$ cat src/rtl/quad_dac_pkg.sv
// Package: shared sizing constants for the quad DAC register interface.
// Assumes: one code width shared by every channel.
package quad_dac_pkg;
    localparam int unsigned DEF_CODE_W = 8;
    localparam int unsigned DEF_NUM_CH = 4;
endpackage

$ cat src/rtl/dac_wr_ctrl.sv
// Module: dac_wr_ctrl
// Turns the sampled active-low write strobe and the channel select into
// one-hot per-channel write enables. An enable is raised on every cycle the
// strobe is low and on the first cycle it is seen high again (capture edge).
// Assumes: wr_n and chan_sel are already synchronous to clk.
module dac_wr_ctrl #(
    parameter int unsigned NUM_CH = quad_dac_pkg::DEF_NUM_CH,
    localparam int unsigned SEL_W = (NUM_CH > 1) ? $clog2(NUM_CH) : 1
) (
    input  logic              clk,
    input  logic              rst_n,
    input  logic              wr_n,
    input  logic [SEL_W-1:0]  chan_sel,
    output logic [NUM_CH-1:0] wr_en
);

    logic wr_n_prev;
    logic write_act;

    // Remember last sampled strobe level for rising-edge detection.
    always_ff @(posedge clk) begin
        if (!rst_n) wr_n_prev <= 1'b1;
        else        wr_n_prev <= wr_n;
    end

    // Active while strobe is low, or on the first cycle after it rises.
    always_comb write_act = !wr_n || !wr_n_prev;

    // Decode the channel select into one enable per channel.
    for (genvar k = 0; k < NUM_CH; k++) begin : g_dec
        always_comb wr_en[k] = write_act && (chan_sel == SEL_W'(k));
    end

    // never more than one channel is written at once.
    p_onehot_wr_r2: assert property (@(posedge clk) disable iff (!rst_n)
        $onehot0(wr_en));

    // the cycle after a low strobe always produces a capture enable.
    p_capture_r4: assert property (@(posedge clk) disable iff (!rst_n)
        !wr_n |=> (wr_en != '0));

endmodule

$ cat src/rtl/dac_chan.sv
// Module: dac_chan
// One channel's two storage ranks: a staging register written from the bus
// and an output register loaded from the staging register.
// Assumes: wr_en and ld_en are single-cycle qualified enables in clk domain.
module dac_chan #(
    parameter int unsigned CODE_W = quad_dac_pkg::DEF_CODE_W
) (
    input  logic              clk,
    input  logic              rst_n,
    input  logic              wr_en,
    input  logic              ld_en,
    input  logic [CODE_W-1:0] bus_data,
    output logic [CODE_W-1:0] dac_code
);

    logic [CODE_W-1:0] stage_q;
    logic [CODE_W-1:0] out_q;

    // Staging rank: take the bus while enabled, hold otherwise.
    always_ff @(posedge clk) begin
        if (!rst_n)     stage_q <= '0;
        else if (wr_en) stage_q <= bus_data;
    end

    // Output rank: copy the staging value while load is active.
    always_ff @(posedge clk) begin
        if (!rst_n)     out_q <= '0;
        else if (ld_en) out_q <= stage_q;
    end

    // Drive the channel code from the output rank only.
    always_comb dac_code = out_q;

    // an enabled write lands the bus value in the staging rank.
    p_follow_r3: assert property (@(posedge clk) disable iff (!rst_n)
        wr_en |=> (stage_q == $past(bus_data)));

    // without an enable the staging rank keeps its value.
    p_stage_hold_r5: assert property (@(posedge clk) disable iff (!rst_n)
        !wr_en |=> $stable(stage_q));

    // the output stays put while load is inactive.
    p_out_hold_r6: assert property (@(posedge clk) disable iff (!rst_n)
        !ld_en |=> $stable(dac_code));

    // a load takes the staging value from before the edge.
    p_load_r7: assert property (@(posedge clk) disable iff (!rst_n)
        ld_en |=> (dac_code == $past(stage_q)));

endmodule

$ cat src/rtl/quad_dac_regif.sv
// Module: quad_dac_regif
// Double-buffered code register front end for a multi-channel DAC. A shared
// bus writes staging registers chosen by chan_sel under wr_n. ld_n moves all
// staging registers to the outputs on the same edge.
// Assumes: all inputs synchronous to clk; reset is synchronous, active low.
module quad_dac_regif #(
    parameter int unsigned CODE_W = quad_dac_pkg::DEF_CODE_W,
    parameter int unsigned NUM_CH = quad_dac_pkg::DEF_NUM_CH,
    localparam int unsigned SEL_W = (NUM_CH > 1) ? $clog2(NUM_CH) : 1
) (
    input  logic                     clk,
    input  logic                     rst_n,
    input  logic [CODE_W-1:0]        bus_data,
    input  logic [SEL_W-1:0]         chan_sel,
    input  logic                     wr_n,
    input  logic                     ld_n,
    output logic [NUM_CH*CODE_W-1:0] dac_codes
);

    logic [NUM_CH-1:0] wr_en;
    logic              ld_en;

    // Load strobe is active low and common to every channel.
    always_comb ld_en = !ld_n;

    dac_wr_ctrl #(.NUM_CH(NUM_CH)) u_wr_ctrl (
        .clk      (clk),
        .rst_n    (rst_n),
        .wr_n     (wr_n),
        .chan_sel (chan_sel),
        .wr_en    (wr_en)
    );

    // One channel instance per output code field.
    for (genvar k = 0; k < NUM_CH; k++) begin : g_ch
        dac_chan #(.CODE_W(CODE_W)) u_chan (
            .clk      (clk),
            .rst_n    (rst_n),
            .wr_en    (wr_en[k]),
            .ld_en    (ld_en),
            .bus_data (bus_data),
            .dac_code (dac_codes[k*CODE_W +: CODE_W])
        );
    end

    // one cycle after reset every code reads zero.
    p_reset_clear_r1: assert property (@(posedge clk)
        !rst_n |=> (dac_codes == '0));

endmodule

$ cat config.mk
export PLATFORM = sky130hd
export DESIGN_NAME = quad_dac_regif
export DESIGN_NICKNAME = d
export VERILOG_FILES = /design/src/rtl/quad_dac_pkg.sv /design/src/rtl/dac_wr_ctrl.sv /design/src/rtl/dac_chan.sv /design/src/rtl/quad_dac_regif.sv
export SDC_FILE = /design/constraint.sdc
export NUM_CORES = 1
export LEC_CHECK = 0
export ABC_AREA = 1
export BUFFER_PORTS_ARGS = -buffer_cell sky130_fd_sc_hd__buf_2
export CAP_MARGIN = 20
export CORE_ASPECT_RATIO = 1.75
export CORE_UTILIZATION = 46
export DETAILED_ROUTE_END_ITERATION = 7
export MAX_ROUTING_LAYER = met4
export PLACE_DENSITY = 0.67
export SETUP_SLACK_MARGIN = 0.3
export SLEW_MARGIN = 25
export SYNTH_ARGS = -nofsm -noshare
export SYNTH_HDL_FRONTEND = slang
export SYNTH_HIERARCHICAL = 1
export SYNTH_SLANG_ARGS = --single-unit
$ cat constraint.sdc
create_clock -name clk -period 2.5 [get_ports clk]
set_input_delay 0.5 -clock clk [delete_from_list [all_inputs] [get_ports clk]]
set_output_delay 0.5 -clock clk [all_outputs]
set_load 0.02 [all_outputs]
# Word-level counts from Yosys, hierarchy flattened
# Index checks and enable logic that the tools add are counted.
word_totals:
  wordCells: 20
  ff_bits: 65
  output_inout_bits: 32
  inputBits: 14
op_classes:
  reduce_logical: 8
  eq_ne: 3
op_table:
  columns: ["operator", "n"]
  rows:
  - ["$eq A2 B2 Y1 const B", 2]
  - ["$logic_and A1 B1 Y1", 4]
  - ["$eq A2 B1 Y1 const B", 1]
  - ["$logic_not A1 Y1", 2]
  - ["$logic_not A2 Y1", 1]
  - ["$logic_or A1 B1 Y1", 1]

# Longest topological paths before layout
logic_depth:
  depth_word: 3
  depth_mapped: 8
  ltp_nobuf: 6

# Hierarchy
# The synthesis kept the hierarchy.
modules_own_cells:
  columns: ["module", "seq_area_each_um2", "area_each_um2", "n_inst", "cells_each"]
  rows:
  - ["dac_chan", 320.3, 705.7, 4, 102]
  - ["dac_wr_ctrl", 20.0, 76.3, 1, 16]
  - ["quad_dac_regif", 0.0, 3.8, 1, 1]

# Least setup slack after synthesis
# OpenSTA, ideal clock, no wires.
synth_path:
  kind: "input port to flip-flop"
  startpoint: "in wr_n"
  endpoint: "reg g_ch[3].u_chan.stage_q[4]"
  t_arrival_ns: 1.077
  n_path_buf: 2
  t_required_ns: 2.387
  stages: 8
  setup_ns: 0.113
  setup_slack_ns: 1.310
  path_cell_list: "nand2_1 > inv_1 > nor2_1 > buf_6 > buf_8 > nand2_2 > nand2_1 > nor2_1"
synth_via:
  elab_chain_len: 3
synth_lines:
  columns: ["item", "line", "source"]
  rows:
  - ["start, declared", "quad_dac_regif.sv:15", "input logic wr_n,"]
  - ["$logic_not A1 Y1", "dac_wr_ctrl.sv:27", "always_comb write_act = !wr_n || !wr_n_prev;"]
  - ["$logic_or A1 B1 Y1", "dac_wr_ctrl.sv:27", null]
  - ["$logic_and A1 B1 Y1", "dac_wr_ctrl.sv:31", "always_comb wr_en[k] = write_act && (chan_sel == SEL_W'(k));"]
  - ["named net wr_en[3]", "quad_dac_regif.sv:20", "logic [NUM_CH-1:0] wr_en;"]
  - ["end signal, assigned", "dac_chan.sv:22", "else if (wr_en) stage_q <= bus_data;"]
  - ["end, declared", "dac_chan.sv:16", "logic [CODE_W-1:0] stage_q;"]
# The timed path passes the listed nets, and every way through them passes these cells.
# A chain may end at the register's enable or synchronous reset.

# Worst setup path in the final report
layout_path:
  startpoint: "reg g_ch[3].u_chan.out_q[5]"
  endpoint: "out dac_codes[29]"
layout_rtl:
  columns: ["item", "line", "source"]
  rows:
  - ["start, declared", "dac_chan.sv:17", "logic [CODE_W-1:0] out_q;"]
  - ["start signal, assigned", "dac_chan.sv:28", "else if (ld_en) out_q <= stage_q;"]
  - ["end, declared", "quad_dac_regif.sv:17", "output logic [NUM_CH*CODE_W-1:0] dac_codes"]
# No word-level cell between the ends.

==> results.sh <==
export IMPL_cts_max_level=3
export IMPL_layout_drive_gt1_share_pct=18.12
export IMPL_cp_arrival_ns=0.86
export IMPL_crit_required_ns=2.00
export IMPL_drv_slew=0
export IMPL_totalWireLength_um=5105
export IMPL_diodes=0
export IMPL_crit_buf_inv=1
export IMPL_hold_path_class="in2reg"
export IMPL_power_density_nw_per_um2=725.7
export IMPL_hold_viol=0
export IMPL_fill_cells=638
export IMPL_rsz0062_at_grt="no"
export IMPL_synthAdderAreaFrac_pct=0
export IMPL_fin_nets=478
export IMPL_cts_tree="built"
export IMPL_rows=38
export IMPL_finClkSkew_ns=0.007906
export IMPL_cpMaxStageDelayCell="dfxtp_1"
export IMPL_synth_area_leaders="dfxtp_1 45%, nor2_1 17%, nand2_1 15%, inv_1 9.1%, buf_8 6.2%"
export IMPL_vdd_drop_max_mv=0.4114
export IMPL_clkSinkCount=65
export IMPL_start_util_pct=47.33
export IMPL_vias=2318
export IMPL_area_growth_pct=10.09
export IMPL_final_min_clock_period_ns=1.363
export IMPL_path_max_fanout=2
export IMPL_io_pins=46
export IMPL_antenna_found_initial=0
export IMPL_async_flop_share_pct=0
export IMPL_worst_pin_slew_ns=0.6140
export IMPL_worstSetupEndpointType="output pin"
export IMPL_status="completed"
export IMPL_critical_path_max_stage_delay_ns=0.35
export IMPL_postCtsSetupBuffers=0
export IMPL_dr_first_iter_drc_count=140
export IMPL_critPathTopFamily="flip-flops"
export IMPL_fmax_mhz=733.9
export IMPL_crit_chain="buf_2"
export IMPL_synth_compound_area_share_pct=0
export IMPL_ant_nets=0
export IMPL_cts_resized=0
export IMPL_die_h_um=107.1
export IMPL_gp_routability_congestion=0.7197
export IMPL_firstDrtPassIters=6
export IMPL_yosys_top_cells_count="132 x nor2_1, 118 x nand2_1, 70 x inv_1"
export IMPL_routed_via_density=4.222
export IMPL_grt_pass1_wl_um=8666
export IMPL_post_synth_top_count_cell="nor2_1"
export IMPL_grt_max_degree=34
export IMPL_io_buffers=45
export IMPL_grt_pass1_vias=2089
export IMPL_yosysTopAreaCell="dfxtp_1"
export IMPL_gr_total_overflow=0
export IMPL_drc=0
export IMPL_track_usage_pct=18.21
export IMPL_p_leak_nw=1.719
export IMPL_cts_buffers=9
export IMPL_syn_area_per_cell_um2=6.830
export IMPL_synth_seq_cells=65
export IMPL_synthesis_area_um2=2903
export IMPL_synth_flop_cell="dfxtp_1"
export IMPL_synth_top_family_by_area="simple AND/OR/NAND/NOR gates"
export IMPL_yosys_area_share_simple_pct=35.78
export IMPL_postLayoutCoreUtil_pct=52.10
export IMPL_core_area_um2=6133
export IMPL_die_w_um=62.05
export IMPL_dp_hpwl_um=3458
export IMPL_clk_latency_ns=0.35
export IMPL_synth_xor_area_share_pct=0
export IMPL_muxShareOfSynthArea_pct=0
export IMPL_cts_buffer_depth=2
export IMPL_critical_path_class="reg2out"
export IMPL_cts_root_buf="clkbuf_8"
export IMPL_wl_per_cell_um=9.299
export IMPL_setup_worst_path_start_class="flip-flop"
export IMPL_synth_top_area_share_pct=44.83
export IMPL_setup_viol=0
export IMPL_syn_nets=439
export IMPL_cts_hold_buffers=0
export IMPL_ys_warn_count=6
export IMPL_synth_cell_types=8
export IMPL_synth_edf_count=0
export IMPL_setup_tns_ns=0
export IMPL_seq_area_frac_synth_pct=44.83
export IMPL_maxCapViolations=0
export IMPL_max_slew_margin_pct=59.06
export IMPL_fin_crit_sh_pct=54.50
export IMPL_netlist_instances=425
export IMPL_clkTransAtPathRegs_ns=0.07
export IMPL_die_area_um2=6645
logic make-up (layout without fill, tap and decap cells):
logic type	count (synthesis)	count (layout)
buffers and inverters	94	138
DFF	65	65
and+or+nand+nor	266	266
metal layers:
layer	wire length [µm]	share of wire (%)	GRT usage, %
met5	0	0	-
met4	76	1.5	7.778
met3	184	3.6	5.790
met2	2504	49	28.80
met1	2339	46	20.44
layout make-up:
cell class | instances | area, µm² | area share (%)
Tap cell | 80 | 100.1 | 3.132
Sequential cell | 65 | 1301 | 40.72
Timing Repair Buffer | 52 | 290.3 | 9.084
Clock buffer | 9 | 123.9 | 3.876
Inverter | 70 | 262.8 | 8.222
Clock inverter | 7 | 78.83 | 2.467
Multi-Input combinational cell | 266 | 1039 | 32.50
registers in the layout, indices dropped and copies added (netlist names):
signal                flops
g_ch.u_chan/stage_q      32
g_ch.u_chan/dac_code     32
u_wr_ctrl/wr_n_prev       1
stage by stage:
step                      total power, mW  worst slack, ns  std cells  cell area (µm²)  hold slack (ns)
final                               2.319            1.137        549             3196           0.3423
after global routing                2.442            1.089        549             3196           0.3550
after CTS                           2.343            1.109        549             3196           0.3304
after detailed placement            1.448           0.9987        533             2993           0.4599
after global placement              1.441            1.013        533             2993           0.4545
after floorplan                     1.402            1.310        425             2903           0.4490
final timing paths:
path	startpoint	to	slack, ns	depth (start not counted)
worst min-delay path	wr_n	u_wr_ctrl/wr_n_prev	0.34	3
worst min register to register	g_ch[1].u_chan/dac_code[3]	g_ch[1].u_chan/dac_code[3]	0.47	2
worst max register to register	u_wr_ctrl/wr_n_prev	g_ch[0].u_chan/stage_q[0]	1.38	6
worst max-delay path	g_ch[3].u_chan/dac_code[5]	dac_codes[29]	1.14	1
power by group:
group	leakage, nW	switching, mW	internal, mW
combinational	1.09	0.187	0.105
sequential	0.535	0.0300	1.10
clock	0.0925	0.430	0.468
total	1.72	0.647	1.67
worst min-delay path, cell delays in order:
cell and delay, ns:
buf_2 0.09, inv_1 0.03, nand2_1 0.04
layout by cell type, fill, tap and decap left out:
cell        instances
inv_2               1
clkinvlp_4          3
inv_1              69
buf_2              45
clkinv_4            1
nand2_2            16
nor2_1            132
dfxtp_1            65
clkbuf_8            9
bufinv_16           1
buf_12              1
nand2_1           118
inv_6               2
buf_4               6
(Power assumes the default switching activity.)
